[src/rtl/fpm_pkg.sv]
`timescale 1ns/1ps
package fpm_pkg;

    // Classification of one unpacked operand
    typedef enum logic [2:0] {
        OPK_ZERO,
        OPK_SUB,
        OPK_NORM,
        OPK_INF,
        OPK_QNAN,
        OPK_SNAN
    } opkind_e;

    // Exception flags carried to the output stage
    typedef struct packed {
        logic ovf;
        logic unf;
        logic inv;
    } fpm_flags_t;

    function automatic logic kind_is_nan(opkind_e k);
        return (k == OPK_QNAN) || (k == OPK_SNAN);
    endfunction

    function automatic int bias_of(int exp_w);
        return (1 << (exp_w - 1)) - 1;
    endfunction

endpackage

[src/rtl/fpm_unpack.sv]
`timescale 1ns/1ps
module fpm_unpack
    import fpm_pkg::*;
#(
    parameter int EXP_W  = 8,
    parameter int FRAC_W = 23,
    parameter int XW     = 16
) (
    input  logic [EXP_W+FRAC_W:0]  word,
    output opkind_e                kind,
    output logic                   sign,
    output logic [FRAC_W:0]        sig,
    output logic signed [XW-1:0]   exp_unb
);
    localparam int BIAS = bias_of(EXP_W);
    localparam int LZW  = $clog2(FRAC_W + 2);

    logic [EXP_W-1:0]  efield;
    logic [FRAC_W-1:0] ffield;
    logic [FRAC_W:0]   ext;
    logic [LZW-1:0]    lz;

    assign sign   = word[EXP_W+FRAC_W];
    assign efield = word[EXP_W+FRAC_W-1:FRAC_W];
    assign ffield = word[FRAC_W-1:0];
    assign ext    = {1'b0, ffield};

    // Leading zeros of the fraction with its hidden zero prepended:
    // the highest set bit wins because it is visited last.
    always_comb begin
        lz = '0;
        for (int i = 0; i <= FRAC_W; i++) begin
            if (ext[i]) lz = LZW'(FRAC_W - i);
        end
    end

    always_comb begin
        if (efield == '0) begin
            kind = (ffield == '0) ? OPK_ZERO : OPK_SUB;
        end else if (efield == {EXP_W{1'b1}}) begin
            if (ffield == '0)          kind = OPK_INF;
            else if (ffield[FRAC_W-1]) kind = OPK_QNAN;
            else                       kind = OPK_SNAN;
        end else begin
            kind = OPK_NORM;
        end
    end

    // Significand with its leading one at bit FRAC_W, and the matching
    // unbiased exponent.
    always_comb begin
        if (efield == '0) begin
            sig     = ext << lz;
            exp_unb = XW'(1 - BIAS - int'(lz));
        end else begin
            sig     = {1'b1, ffield};
            exp_unb = XW'(int'(efield) - BIAS);
        end
    end

endmodule

[src/rtl/fpm_sigmul.sv]
`timescale 1ns/1ps
module fpm_sigmul
    import fpm_pkg::*;
#(
    parameter int EXP_W  = 8,
    parameter int FRAC_W = 23,
    parameter int XW     = 16
) (
    input  logic [FRAC_W:0]        sig_a,
    input  logic [FRAC_W:0]        sig_b,
    input  logic signed [XW-1:0]   exp_a,
    input  logic signed [XW-1:0]   exp_b,
    output logic [FRAC_W:0]        keep,
    output logic                   guard,
    output logic                   sticky,
    output logic                   tiny,
    output logic signed [XW-1:0]   be
);
    localparam int BIAS = bias_of(EXP_W);
    localparam int PW   = 2 * FRAC_W + 2;
    localparam int SHW  = $clog2(PW + 2);
    localparam int SMAX = PW + 1;

    logic [PW-1:0]   full;
    logic [PW-1:0]   pn;
    logic            top;
    int              be_i;
    logic [SHW-1:0]  sh;
    logic [2*PW-1:0] wide;

    assign full = PW'(sig_a) * PW'(sig_b);

    always_comb begin
        top  = full[PW-1];
        pn   = top ? full : (full << 1);
        be_i = int'(exp_a) + int'(exp_b) + BIAS + (top ? 1 : 0);
        if (be_i >= 1) begin
            tiny = 1'b0;
            sh   = '0;
        end else begin
            tiny = 1'b1;
            sh   = ((1 - be_i) > SMAX) ? SHW'(SMAX) : SHW'(1 - be_i);
        end
        // Denormalizing shift; a zero shift is the normal-range case.
        wide   = {pn, {PW{1'b0}}} >> sh;
        keep   = wide[2*PW-1 -: FRAC_W+1];
        guard  = wide[2*PW-FRAC_W-2];
        sticky = |wide[2*PW-FRAC_W-3:0];
        be     = XW'(be_i);
    end

endmodule

[src/rtl/fpm_round.sv]
`timescale 1ns/1ps
module fpm_round
    import fpm_pkg::*;
#(
    parameter int EXP_W         = 8,
    parameter int FRAC_W        = 23,
    parameter int XW            = 16,
    parameter int ROUND_NEAREST = 1
) (
    input  logic [FRAC_W:0]        keep,
    input  logic                   guard,
    input  logic                   sticky,
    input  logic                   tiny,
    input  logic signed [XW-1:0]   be,
    output logic [EXP_W-1:0]       efield,
    output logic [FRAC_W-1:0]      frac,
    output logic                   ovf,
    output logic                   unf
);
    localparam int EMAX = (1 << EXP_W) - 1;

    logic            inc;
    logic [FRAC_W+1:0] sum;
    int              e_i;

    generate
        if (ROUND_NEAREST != 0) begin : g_nearest
            assign inc = guard & (sticky | keep[0]);
        end else begin : g_chop
            assign inc = 1'b0;
        end
    endgenerate

    assign sum = {1'b0, keep} + (FRAC_W+2)'(inc);

    always_comb begin
        if (tiny) begin
            // A carry into bit FRAC_W lifts the subnormal to the smallest normal.
            e_i  = sum[FRAC_W] ? 1 : 0;
            frac = sum[FRAC_W-1:0];
        end else begin
            e_i  = int'(be) + (sum[FRAC_W+1] ? 1 : 0);
            frac = sum[FRAC_W+1] ? '0 : sum[FRAC_W-1:0];
        end
        ovf    = !tiny && (e_i >= EMAX);
        unf    = tiny && (guard || sticky);
        efield = EXP_W'(e_i);
    end

endmodule

[src/rtl/fpmul_param.sv]
`timescale 1ns/1ps
module fpmul_param
    import fpm_pkg::*;
#(
    parameter int EXP_W         = 8,
    parameter int FRAC_W        = 23,
    parameter int ROUND_NEAREST = 1
) (
    input  logic [EXP_W+FRAC_W:0] op_a,
    input  logic [EXP_W+FRAC_W:0] op_b,
    output logic [EXP_W+FRAC_W:0] prod,
    output logic                  flag_ovf,
    output logic                  flag_unf,
    output logic                  flag_inv
);
    localparam int W  = 1 + EXP_W + FRAC_W;
    localparam int XW = EXP_W + $clog2(FRAC_W + 2) + 3;
    localparam logic [W-1:0] QNAN_WORD =
        {1'b0, {EXP_W{1'b1}}, 1'b1, {(FRAC_W-1){1'b0}}};
    localparam logic [EXP_W-1:0] EXP_ONES = {EXP_W{1'b1}};

    logic [W-1:0]          opw  [2];
    opkind_e               kind [2];
    logic                  sgn  [2];
    logic [FRAC_W:0]       sig  [2];
    logic signed [XW-1:0]  xun  [2];

    assign opw[0] = op_a;
    assign opw[1] = op_b;

    generate
        for (genvar g = 0; g < 2; g++) begin : g_unp
            fpm_unpack #(.EXP_W(EXP_W), .FRAC_W(FRAC_W), .XW(XW)) u_unpack (
                .word    (opw[g]),
                .kind    (kind[g]),
                .sign    (sgn[g]),
                .sig     (sig[g]),
                .exp_unb (xun[g])
            );
        end
    endgenerate

    logic [FRAC_W:0]       m_keep;
    logic                  m_guard, m_sticky, m_tiny;
    logic signed [XW-1:0]  m_be;

    fpm_sigmul #(.EXP_W(EXP_W), .FRAC_W(FRAC_W), .XW(XW)) u_sigmul (
        .sig_a  (sig[0]),
        .sig_b  (sig[1]),
        .exp_a  (xun[0]),
        .exp_b  (xun[1]),
        .keep   (m_keep),
        .guard  (m_guard),
        .sticky (m_sticky),
        .tiny   (m_tiny),
        .be     (m_be)
    );

    logic [EXP_W-1:0]  r_ef;
    logic [FRAC_W-1:0] r_frac;
    logic              r_ovf, r_unf;

    fpm_round #(.EXP_W(EXP_W), .FRAC_W(FRAC_W), .XW(XW),
                .ROUND_NEAREST(ROUND_NEAREST)) u_round (
        .keep   (m_keep),
        .guard  (m_guard),
        .sticky (m_sticky),
        .tiny   (m_tiny),
        .be     (m_be),
        .efield (r_ef),
        .frac   (r_frac),
        .ovf    (r_ovf),
        .unf    (r_unf)
    );

    logic       nan_any, snan_any, inf_any, zero_any, rsign;
    fpm_flags_t fl;

    assign nan_any  = kind_is_nan(kind[0]) || kind_is_nan(kind[1]);
    assign snan_any = (kind[0] == OPK_SNAN) || (kind[1] == OPK_SNAN);
    assign inf_any  = (kind[0] == OPK_INF)  || (kind[1] == OPK_INF);
    assign zero_any = (kind[0] == OPK_ZERO) || (kind[1] == OPK_ZERO);
    assign rsign    = sgn[0] ^ sgn[1];

    // Special operands take priority over the arithmetic path.
    always_comb begin
        fl = '0;
        if (snan_any || (zero_any && inf_any)) begin
            prod   = QNAN_WORD;
            fl.inv = 1'b1;
        end else if (nan_any) begin
            prod = QNAN_WORD;
        end else if (inf_any) begin
            prod = {rsign, EXP_ONES, {FRAC_W{1'b0}}};
        end else if (zero_any) begin
            prod = {rsign, {(W-1){1'b0}}};
        end else if (r_ovf) begin
            prod   = {rsign, EXP_ONES, {FRAC_W{1'b0}}};
            fl.ovf = 1'b1;
        end else begin
            prod   = {rsign, r_ef, r_frac};
            fl.unf = r_unf;
        end
    end

    assign flag_ovf = fl.ovf;
    assign flag_unf = fl.unf;
    assign flag_inv = fl.inv;

endmodule

[config.mk]
export PLATFORM = sky130hd
export DESIGN_NAME = fpmul_param
export DESIGN_NICKNAME = d
export VERILOG_FILES = /design/src/rtl/fpm_pkg.sv /design/src/rtl/fpm_unpack.sv /design/src/rtl/fpm_sigmul.sv /design/src/rtl/fpm_round.sv /design/src/rtl/fpmul_param.sv
export SDC_FILE = /design/constraint.sdc
export NUM_CORES = 2
export LEC_CHECK = 0
export ABC_AREA = 1
export BUFFER_PORTS_ARGS = -buffer_cell sky130_fd_sc_hd__buf_2
export CAP_MARGIN = 5
export CORE_ASPECT_RATIO = 1.2
export CORE_MARGIN = 4
export CORE_UTILIZATION = 55
export DETAILED_ROUTE_END_ITERATION = 8
export MAX_ROUTING_LAYER = met4
export PLACE_DENSITY = 0.75
export SYNTH_ARGS = -nofsm -noshare
export SYNTH_HDL_FRONTEND = slang
export SYNTH_SLANG_ARGS = --single-unit
[constraint.sdc]
create_clock -name vclk -period 24.2
set_input_delay 3.63 -clock vclk [all_inputs]
set_output_delay 3.63 -clock vclk [all_outputs]
set_load 0.02 [all_outputs]
==> metrics.md <==
| Metric | Value |
|---|---|
| Worst Path Required | ~21000 ps |
| Core area | 0.05238 mm^2 |
| CLK BUF | 0 |
| Final setup viols | 0 |
| Final ANT Viol Nets | 0 |
| Max-slew headroom | 0.4143 |
| Pre-Repair DR Iteration Count | 7 |
| Commonest cells after routing, fill and taps aside | nand2_1, inv_1, fa_1 |
| Most common cell after layout, fill and taps aside | nand2_1 |
| Cells after synthesis | around 4500 |
| Data arrival, critical path | roughly 19000 ps |
| Max stage delay on crit path | between 600 and 700 ps |
| Crit-path slowest cell | fa_1 |
| Syn. warnings | 0 |
| CP Launch Point | op_a[0] |
| Antenna Cells | 0 |
| Total GRT Usage | 0.3697 |
| Minimum clock period after layout | roughly 23000 ps |
| Layout cells sized above 1 | 0.09698 |
| HPWL after DPL | between 80000 and 90000 um |
| Pre-CTS setup slack | about 13 ps |
| Input/output buffers | 99 |
| Crit path launch type | primary input |
| Highest clock rate | 43.29 MHz |
| Via Count | roughly 30000 |
| Initial DRC count | around 3100 |
| Setup CP Type | in -> out |
| Top Ports | slightly below 100 |
| Fin util | 0.5961 |
| Site Rows | about 90 |
| Drt wl/cell | just under 20 um |
| Starting Density | 0.5544 |
| Syn nets | 5229 |
| Die Span X | about 220 um |
| Min-Delay Path Class | in -> out |
| Max FO, Critical Path | 45 |
| Slew Limit Fails | 0 |
| Antenna violations before repair | 0 |
| Die height | around 260 um |
| Post-Syn Area | ~0.029 mm^2 |
| Final worst setup slack | roughly 1100 ps |
| First-pass GRT wire length | 160600 um |
| Least-Margin Pin Slew | 877.5 ps |
| Layout Nets | roughly 5300 |
| Avg Synthesized Cell Area | 6.476 um^2 |
| Netlist cell types | 60 |
| FF+latch area | 0 um^2 |
| Die ar. | roughly 0.057 mm^2 |
| Gpl congestion | around 1.1 |
| Area Growth Syn to Fin | 7.528% |
| Max Cap Violations | 0 |
| DRC Markers | 0 |
| Hold Vio Cnt, Final | 0 |
| Sequential-to-total area share from yosys stat | 0 |
| Final worst path period share | 0.9546 |
| Hold_sp | op_a[31] |
| Final sequential cell count | 0 |
| Outcome | finished clean |
| Pin count of the biggest net entering global routing | 46 |
| Grt ovf | 0 |
| Vias per cell | approximately 5.7 |
| Critical path endpoint category | primary output |
| Vias in the first global route | 29605 |
| Cell mode on critical path | nand2_1 |
| Final wirelength | 102900 um |
[cells by family (layout without fill, tap and decap cells)]
| group | count (synthesis) | in the layout | synth area share |
|---|---|---|---|
| xor+xnor | 66 | 66 | 0.01991 |
| buf+inv | 1088 | 1169 | 0.1471 |
| mux | 1 | 1 | 0.0003447 |
| simple gates | 2149 | 2152 | 0.3183 |
| compound gates | 499 | 499 | 0.09575 |
| fa+ha+maj | 681 | 681 | 0.4186 |
[synth_stat cells, types with 17 or more instances]
| cell type | instances | share of area |
|---|---|---|
| o21ai_0 | 268 | 0.046 |
| nor2_4 | 25 | 0.0097 |
| o211ai_1 | 23 | 0.0059 |
| clkinv_1 | 20 | 0.0026 |
| fa_1 | 484 | 0.33 |
| o21ai_1 | 31 | 0.0053 |
| nand2_2 | 21 | 0.0045 |
| buf_2 | 28 | 0.0048 |
| xor2_1 | 43 | 0.013 |
| nor2_1 | 454 | 0.059 |
| inv_1 | 882 | 0.11 |
| xnor2_1 | 23 | 0.0069 |
| a21oi_1 | 87 | 0.015 |
| nand2_1 | 1192 | 0.15 |
| nor3_1 | 36 | 0.0062 |
| nor4_1 | 25 | 0.0054 |
| ha_1 | 197 | 0.085 |
| inv_2 | 17 | 0.0022 |
| clkbuf_1 | 112 | 0.014 |
| nand3_2 | 28 | 0.0097 |
| nand3_1 | 285 | 0.049 |
| nand4_1 | 28 | 0.0060 |
[cell type report]
class                           count  area [um^2]
Inverter                          919         3520
Fill cell                        5219        21150
Timing Repair Buffer              249         1777
Multi-Input combinational cell   3399        25040
Tap cell                          705        882.1
Timing Repair inverter              1        5.005
[timing repair]
action                     4_1_cts  5_1_grt
cloned                           0        5
pin swaps                        0        6
resized for setup                2       98
setup buffers                    0       36
hold buffers                     0        0
setup endpoints to repair        2       32
[worst max-delay path, delay by kind of cell]
kind	cells	cell delay, ps
buf+inv	20	2200
simple gates	52	6860
fa+ha+maj	11	4640
compound gates	16	2060
[per-stage QoR]
step,cells,setup TNS [ps],cell area [um^2],hold WS [ps]
2_1_floorplan,4484,0,29040,7445
3_3_place_gp,5232,0,30510,7632
3_5_place_dp,5232,0,30510,7634
4_1_cts,5232,0,30520,7639
5_1_grt,5273,-4295,31220,7648
6_report,5273,0,31220,7636
[final timing paths]
kind	depth (start not counted)	slack, ps	end
max	99	1100	prod[6]
min	4	7640	prod[31]
[per-layer routing]
layer | vias to the layer above | GRT usage | wire length (um)
met5 | - | - | 0
met1 | 14345 | 0.4468 | 38270
met2 | 1450 | 0.6120 | 48790
met3 | 369 | 0.05095 | 9057
met4 | 0 | 0.1793 | 6801
li1 | 13861 | - | -
Power is left out: the tool's default activity adds up to more than one toggle a clock period on the data nets, which glitch-free logic cannot reach.
